===== src/rtl/shared_grant_arbiter.sv =====
module arb_slice (
  input  logic clk,
  input  logic rst_n,
  input  logic req,
  input  logic done,
  input  logic bus_busy,
  input  logic chain_in,
  output logic chain_out,
  output logic grant
);
  logic owner;
  logic compete;
  logic win;

  assign compete   = req & ~bus_busy;
  assign chain_out = chain_in | compete;
  assign win       = compete & ~chain_in;
  assign grant     = owner;

  always_ff @(posedge clk) begin
    if (!rst_n)              owner <= 1'b0;
    else if (owner && done)  owner <= 1'b0;
    else if (win)            owner <= 1'b1;
  end
endmodule

module shared_grant_arbiter #(
  parameter int N = 4
) (
  input  logic         clk,
  input  logic         rst_n,
  input  logic [N-1:0] req,
  input  logic [N-1:0] done,
  output logic [N-1:0] gnt,
  output logic         held,
  output logic         claim
);
  logic [N:0] chain;

  assign chain[0] = 1'b0;
  assign held     = |gnt;
  assign claim    = chain[N];

  for (genvar i = 0; i < N; i++) begin : g_slice
    arb_slice u_slice (
      .clk       (clk),
      .rst_n     (rst_n),
      .req       (req[i]),
      .done      (done[i]),
      .bus_busy  (held),
      .chain_in  (chain[i]),
      .chain_out (chain[i+1]),
      .grant     (gnt[i])
    );
  end
endmodule


===== config.mk =====
export PLATFORM = sky130hd
export DESIGN_NAME = shared_grant_arbiter
export DESIGN_NICKNAME = d
export VERILOG_FILES = /design/src/rtl/shared_grant_arbiter.sv
export SDC_FILE = /design/constraint.sdc
export NUM_CORES = 1
export LEC_CHECK = 0
export BUFFER_PORTS_ARGS = -buffer_cell sky130_fd_sc_hd__clkbuf_2
export CORE_AREA = 2 2 39 41
export DETAILED_ROUTE_END_ITERATION = 8
export DIE_AREA = 0 0 41 43
export PLACE_DENSITY = 0.39
export SYNTH_ARGS = -nofsm -noshare
export SYNTH_HDL_FRONTEND = slang
export SYNTH_SLANG_ARGS = --single-unit

===== constraint.sdc =====
create_clock -name clk -period 1.8 [get_ports clk]
set_clock_uncertainty 0.1 [all_clocks]
set_input_delay 0.18 -clock clk [delete_from_list [all_inputs] [get_ports clk]]
set_output_delay 0.18 -clock clk [all_outputs]
set_load 0.05 [all_outputs]

# Word-level counts from Yosys, hierarchy flattened

Index checks and enable logic that the tools add are counted.

Bits in registers: 4
Output and inout bits: 6

Bitwise operators: 15
Reduce and logical (&&, ||, !) cells: 9

Operators by type and width:

| cell                | count |
|---|---|
| $reduce_or A2 Y1    | 4 |
| $and A1 B1 Y1       | 7 |
| $not A1 Y1          | 5 |
| $logic_and A1 B1 Y1 | 4 |
| $reduce_or A4 Y1    | 1 |
| $or A1 B1 Y1        | 3 |

# Logic depth before layout (Yosys ltp)

Gate-level depths: netlist (run 1).

Depth in word-level cells: 7
Gate-level depth with buffers: 3
Mapped depth without buffers: 3

# Modules after synthesis

From an unflattened synthesis (run 1), not the netlist that was laid out.

Cells, all modules: 26
Area total of the unflattened synthesis: 261.5 µm²

Modules (own cells, without submodules):

| module               | times used | cells each | area each (µm²) |
|---|---|---|---|
| arb_slice            | 4          | 6          | 62.6 |
| shared_grant_arbiter | 1          | 2          | 11.3 |

# Worst setup path before layout (run 1)

Ideal clock, no wire load.

Path kind: reg2out
Start: register g_slice[3].u_slice.owner
End: output claim
Arrival time: 1801 ps
Path slack: -281 ps
Stages on the path, launching flop included: 4
Path buffers: 0
Cells stage by stage: dfxtp_1 nor4_4 inv_1 a21oi_1

Longest elaborated chain between the ends: 6
Elaborated cells between the ends (all ways): 9
Classes of those cells: 8 x bitwise; 1 x reduce/logical

RTL lines:

| element                    | RTL line | RTL |
|---|---|---|
| start: declaration         | 11       | `logic owner;` |
| start signal: assignment   | 21       | `if (!rst_n) owner <= 1'b0;` |
| start signal: assignment   | 22       | `else if (owner && done) owner <= 1'b0;` |
| start signal: assignment   | 23       | `else if (win) owner <= 1'b1;` |
| $reduce_or A4 Y1 *         | 41       | `assign held = \|gnt;` |
| via held                   | 35       | `output logic held,` |
| $not A1 Y1 *               | 15       | `assign compete = req & ~bus_busy;` |
| $and A1 B1 Y1              | 15       |  |
| $or A1 B1 Y1 (2 in series) | 16       | `assign chain_out = chain_in \| compete;` |
| $or A1 B1 Y1 *             | 16       |  |
| end: declaration           | 36       | `output logic claim` |

Mark *: on every way through the listed nets, which the timed path passes. The rest lies on a longest branch.

# Final worst setup path (run 1)

Start: register g_slice[3].u_slice.owner
End: output claim

Longest elaborated chain between the ends: 6
Elaborated cells between the ends (all ways): 9
Classes of those cells: 8 x bitwise; 1 x reduce/logical

RTL lines:

| element                    | RTL line |
|---|---|
| $reduce_or A4 Y1 *         | 41 |
| $not A1 Y1 *               | 15 |
| $and A1 B1 Y1              | 15 |
| $or A1 B1 Y1 (2 in series) | 16 |
| $or A1 B1 Y1 *             | 16 |

Every way passes the cells marked *; elsewhere a longest branch is shown, timed or not.

==> impl_metrics.json, run 1 <==
{
  "status": "finished, final reports clean",
  "ff2ff_setup_slack_ns": 0.63,
  "port_buffers": 15,
  "crit_type": "flip-flop to primary output",
  "combPwrFrac": 0.323,
  "critPathLaunchType": "flip-flop",
  "max_freq_mhz": 623,
  "ys.flop_type": "dfxtp_1",
  "crit_family": "buffers and inverters",
  "rsz0062_at_grt": "no",
  "hp-class": "input port to flip-flop",
  "syn_area_per_cell_um2": 8.81,
  "worst_pin_slew_ns": 0.328,
  "cts-buffers-inserted": 3,
  "grt_overflow": 0,
  "required_ns": 1.52,
  "synth_top_area_frac": 0.350,
  "grt_max_degree": 5,
  "synthCells": 26,
  "clkPwrFrac": 0.351,
  "grt_pass1_wl_um": 807,
  "swShare": 0.343,
  "die-area_um2": 1760,
  "finalHoldViolCount": 0,
  "yosysTopAreaCell": "dfxtp_1",
  "die_y_um": 43,
  "cts-resized-gates": 0,
  "remaining_drc_errors": 0,
  "post-route-min-period_ns": 1.61,
  "finalSetupTns_ns": 0,
  "io_pins": 16,
  "routedWlPerCell_um": 8.61,
  "cts_setup_buffers": 0,
  "grt_usage": 0.0755,
  "cts_tree": "yes",
  "power_density_nw_per_um2": 937,
  "setup_viol": 0,
  "die_w_um": 41,
  "clkTransAtPathRegs_ns": 0.04,
  "clk_latency_ns": 0.23,
  "yosys_warnings": 0,
  "cpPeakStageDelay_ns": 0.34,
  "largest_register_ffs": 4,
  "n_antenna_cell": 0,
  "seq_power_share": 0.326,
  "avgViaCountPerCell": 4.00,
  "synth_seq_cells": 4,
  "cp_cell_sequence": "nor4_4 > inv_1 > a21oi_2 > clkbuf_2",
  "cts_hold_buf": 0,
  "drive_gt1_frac": 0.512,
  "netlist_area_um2": 229,
  "cts-root-buf": "clkbuf_4",
  "area.growth.synth_to_final_pct": 43.2,
  "vias": 228,
  "ir_worst_vdd_mv": 0.339,
  "post-route-util": 0.237,
  "synth_fp_nets": 36,
  "synthDistinctLibCells": 12,
  "synth.area.top_cells": "dfxtp_1 (35%), buf_4 (13%), nor2b_1 (11%)",
  "nFillCells": 166,
  "stdcell_area_um2": 328,
  "critPathMaxFanout": 3,
  "antenna_left": 0,
  "worst_setup_path_end_kind": "primary output",
  "coreArea_um2": 1380,
  "synth_edf_count": 0,
  "cts_sinks": 4,
  "max-slew-margin-rel": 0.780,
  "rows": 14,
  "drt-initial-drc-count": 0,
  "routed_wl_um": 491,
  "slew_violations": 0,
  "antenna_found_initial": 0,
  "place.gp.congestion": 0.658,
  "max_cap_violations": 0,
  "ys_async_sr_fraction": 0,
  "dpl_cell_area_um2": 305,
  "p_int_uw": 202,
  "start_util": 0.165,
  "cp.arrival_ns": 1.33,
  "cpMaxStageDelayCell": "dfxtp_1",
  "ys_seq_area_frac": 0.350,
  "cts_htree_levels": 1,
  "num-nets-final": 53,
  "min_period_over_period": 0.892,
  "cts_buffer_depth": 2,
  "synthTopCellsByCount": "buf_4 (4), dfxtp_1 (4), inv_1 (4), nor2b_1 (4)",
  "cp_num_buf_inv": 2,
  "switchingPower_uw": 105,
  "cellLeakagePower_uw": 0.000165,
  "grt_pass1_vias": 221,
  "dr.pass1.iters": 1
}
-- cells in the final DEF (no fill, tap or decap) --
| cell type | n |
|---|---|
| clkbuf_2 | 15 |
| nor4_4 | 1 |
| a21boi_1 | 1 |
| clkbuf_4 | 3 |
| inv_1 | 4 |
| dfxtp_1 | 4 |
| nand2b_1 | 1 |
| a21oi_2 | 1 |
| nor3_1 | 1 |
| nor2_1 | 1 |
| a21oi_1 | 1 |
| nand3b_1 | 1 |
| a32oi_1 | 2 |
| nor2b_1 | 4 |
| buf_4 | 1 |
-- kinds of logic after synthesis --
kind of cell,count (synthesis),synth area share
simple gates,9,0.301
buf+inv,8,0.197
compound gates,5,0.153
flops,4,0.350
-- layer usage --
metal / wire length [um] / track usage
met2: 261 / 0.113
met4: 0 / 0.0200
met3: 59 / 0.0942
met1: 170 / 0.0583
met5: 0 / 0
-- worst reg2reg max path: cells and delay by family (launching register included) --
kind | cells | cell delay [ns]
DFF | 1 | 0.34
and+or+nand+nor | 2 | 0.40
AOI/OAI and AO/OA | 1 | 0.10
buffers and inverters | 1 | 0.17
-- power by group through the flow --
stage / sequential (uW) / combinational [uW] / clock (uW)
2_1_floorplan: 100 / 75.8 / 0
4_1_cts: 100 / 101 / 115
6_report: 100 / 99.2 / 108
3_3_place_gp: 102 / 100 / 0
5_1_grt: 101 / 105 / 126
3_5_place_dp: 102 / 100 / 0
-- stage by stage --
| step | hold WS [ns] | setup slack, ns | cells | total power, uW |
|---|---|---|---|---|
| 2_1_floorplan | 0.208 | 0.0248 | 26 | 176 |
| 3_3_place_gp | 0.354 | 0.439 | 54 | 202 |
| 3_5_place_dp | 0.351 | 0.417 | 54 | 202 |
| 4_1_cts | 0.111 | 0.160 | 57 | 316 |
| 5_1_grt | 0.117 | 0.0986 | 57 | 332 |
| 6_report | 0.110 | 0.195 | 57 | 307 |
-- layout make-up --
cell class	count	area, um2	area share
inverter	4	15.0	0.0458
timing repair buffer	16	82.6	0.252
multi-input combinational	14	108	0.328
sequential	4	80.1	0.244
tap	16	20.0	0.0611
clock buffer	3	22.5	0.0687
-- path summary, 6_finish.rpt --
kind / from / endpoint / cells after the start
max: g_slice[3].u_slice.grant$_SDFFE_PP0P_ / claim / 4
min: rst_n / g_slice[0].u_slice.grant$_SDFFE_PP0P_ / 2
max reg2reg: g_slice[3].u_slice.grant$_SDFFE_PP0P_ / g_slice[3].u_slice.grant$_SDFFE_PP0P_ / 4
min reg2reg: g_slice[1].u_slice.grant$_SDFFE_PP0P_ / g_slice[1].u_slice.grant$_SDFFE_PP0P_ / 2
Note: power is estimated with default switching activity, not from simulation.
==> run 2: changes to the inputs <==
- clock period: 1.8 -> 1.5 ns (I/O delays scaled with it)
==> run 2 against run 1 <==
Register-to-register slack got worse by 0.40 ns; worst hold slack got worse by 0.039 ns; first-iteration DRC count rose by 2; power rose by 30%; worst setup slack got worse by 0.16 ns; clock-buffer cell count did not move; final area rose by 13%; clock power rose by 23%; combinational power rose by 47%; die area did not move; largest cell class unchanged.
==> impl_metrics.json, run 2 (synthesized netlist as in run 1, its figures left out) <==
{
  "avgViaCountPerCell": 4.10,
  "cts_tree": "yes",
  "hp-class": "input port to flip-flop",
  "required_ns": 1.25,
  "routedWlPerCell_um": 9.20,
  "grt_pass1_wl_um": 903,
  "cts_htree_levels": 1,
  "crit_type": "flip-flop to primary output",
  "vias": 246,
  "area.growth.synth_to_final_pct": 61.7,
  "grt_overflow": 0,
  "ff2ff_setup_slack_ns": 0.23,
  "rows": 14,
  "n_antenna_cell": 0,
  "die_w_um": 41,
  "r2r_start": "g_slice[2].u_slice.grant$_SDFFE_PP0P_",
  "antenna_found_initial": 0,
  "finalHoldViolCount": 0,
  "ir_worst_vdd_mv": 0.555,
  "max_cap_violations": 0,
  "critPathMaxFanout": 2,
  "start_util": 0.165,
  "power_density_nw_per_um2": 1080,
  "nFillCells": 171,
  "p_int_uw": 262,
  "io_pins": 16,
  "seqCellArea_um2": 82.6,
  "die_y_um": 43,
  "seq_power_share": 0.302,
  "cts_hold_buf": 0,
  "port_buffers": 15,
  "cts_buffer_depth": 2,
  "hold_depth": 3,
  "worst_pin_slew_ns": 0.276,
  "remaining_drc_errors": 0,
  "grt_usage": 0.0803,
  "largest_register_ffs": 4,
  "die-area_um2": 1760,
  "cellLeakagePower_uw": 0.000185,
  "critPathLaunchType": "flip-flop",
  "num-nets-final": 56,
  "grt_max_degree": 5,
  "mostFrequentLayoutCell": "clkbuf_2",
  "grt_pass1_vias": 225,
  "hold_end": "g_slice[1].u_slice.grant$_SDFFE_PP0P_",
  "stdcell_area_um2": 370,
  "max_freq_mhz": 682,
  "max-slew-margin-rel": 0.817,
  "drt-initial-drc-count": 2,
  "slew_violations": 0,
  "clkPwrFrac": 0.333,
  "hold_path_startpoint": "done[1]",
  "status": "finished, final reports clean",
  "coreArea_um2": 1380,
  "cts-buffers-inserted": 3,
  "worst_setup_path_end_kind": "primary output",
  "rsz0062_at_grt": "yes",
  "post-dp-hpwl_um": 446,
  "switchingPower_uw": 137,
  "multi_input_area_um2": 115,
  "dr.pass1.iters": 4,
  "post-route-min-period_ns": 1.47,
  "clk_latency_ns": 0.23,
  "cts-root-buf": "clkbuf_4",
  "clkTransAtPathRegs_ns": 0.04,
  "routed_wl_um": 552,
  "place.gp.congestion": 0.641,
  "dpl_cell_area_um2": 320,
  "r2r_end": "g_slice[1].u_slice.grant$_SDFFE_PP0P_",
  "setup_viol": 0,
  "cts_sinks": 4,
  "min_period_over_period": 0.977,
  "swShare": 0.344,
  "combPwrFrac": 0.365,
  "most-common-layout-cells": "clkbuf_2 (14), nor2b_1 (4), buf_4 (4)",
  "finalSetupTns_ns": 0,
  "cp.arrival_ns": 1.22,
  "drive_gt1_frac": 0.614,
  "reg2reg_depth": 5,
  "antenna_left": 0
}
## run 2: cell types whose count changed in the layout (fill, tap and decap cells not counted), sizes merged
cell	previous run	this run
buf	1	5
clkbuf	18	17
## run 2: worst max-delay path, stage by stage (launching register included)
cell and delay (ns):
dfxtp_2 0.32, nor4_4 0.30, inv_2 0.08, a21oi_4 0.12, buf_8 0.15
## run 2: what timing repair did
action,CTS,global route
endpoints found under the setup margin,1,1
resized for setup,5,1
setup buffers,2,0
pin swaps,1,0
## run 2: per-layer routing
| layer | up-vias | global-route usage | part of all wire |
|---|---|---|---|
| met1 | 115 | 0.0900 | 0.41 |
| met5 | - | 0 | 0 |
| met3 | 0 | 0.0628 | 0.11 |
| met2 | 10 | 0.106 | 0.49 |
| met4 | 0 | 0.0400 | 0 |
| li1 | 121 | - | - |
## run 2: worst max-delay path by stage
stage                                          start     to  slack, ns  cells past startpoint
2_1_floorplan  g_slice[3].u_slice.grant$_SDFFE_PP0P_  claim      -0.12                      3
3_3_place_gp   g_slice[3].u_slice.grant$_SDFFE_PP0P_  claim       0.14                      4
3_5_place_dp   g_slice[3].u_slice.grant$_SDFFE_PP0P_  claim       0.13                      4
4_1_cts        g_slice[2].u_slice.grant$_SDFFE_PP0P_  claim      0.004                      4
5_1_grt        g_slice[1].u_slice.grant$_SDFFE_PP0P_  claim      -0.04                      4
6_report       g_slice[2].u_slice.grant$_SDFFE_PP0P_  claim       0.03                      4
## run 2: through the flow
stage / setup slack, ns / utilization / hold WS [ns] / power [uW] / std cells
floorplan: -0.121 / - / 0.178 / 216 / 26
global placement: 0.141 / 0.231 / 0.315 / 249 / 55
detailed placement: 0.131 / 0.231 / 0.315 / 248 / 55
CTS: 0.00366 / 0.267 / 0.0681 / 403 / 60
global route: -0.0355 / 0.268 / 0.0734 / 426 / 60
finish: 0.0346 / 0.268 / 0.0709 / 399 / 60
## run 2: power by group through the flow
stage | logic, uW | clock network, uW | registers [uW]
floorplan | 95.3 | 0 | 121
global placement | 126 | 0 | 122
detailed placement | 126 | 0 | 122
CTS | 143 | 139 | 121
global route | 157 | 148 | 121
finish | 146 | 133 | 121
## run 2: area by class of cell
cell class              count  share of cell area
repair buffers             19               0.311
inverters                   4              0.0405
multi-input cells          14               0.311
clock buffers               3              0.0608
well taps                  16              0.0541
flip-flops and latches      4               0.223
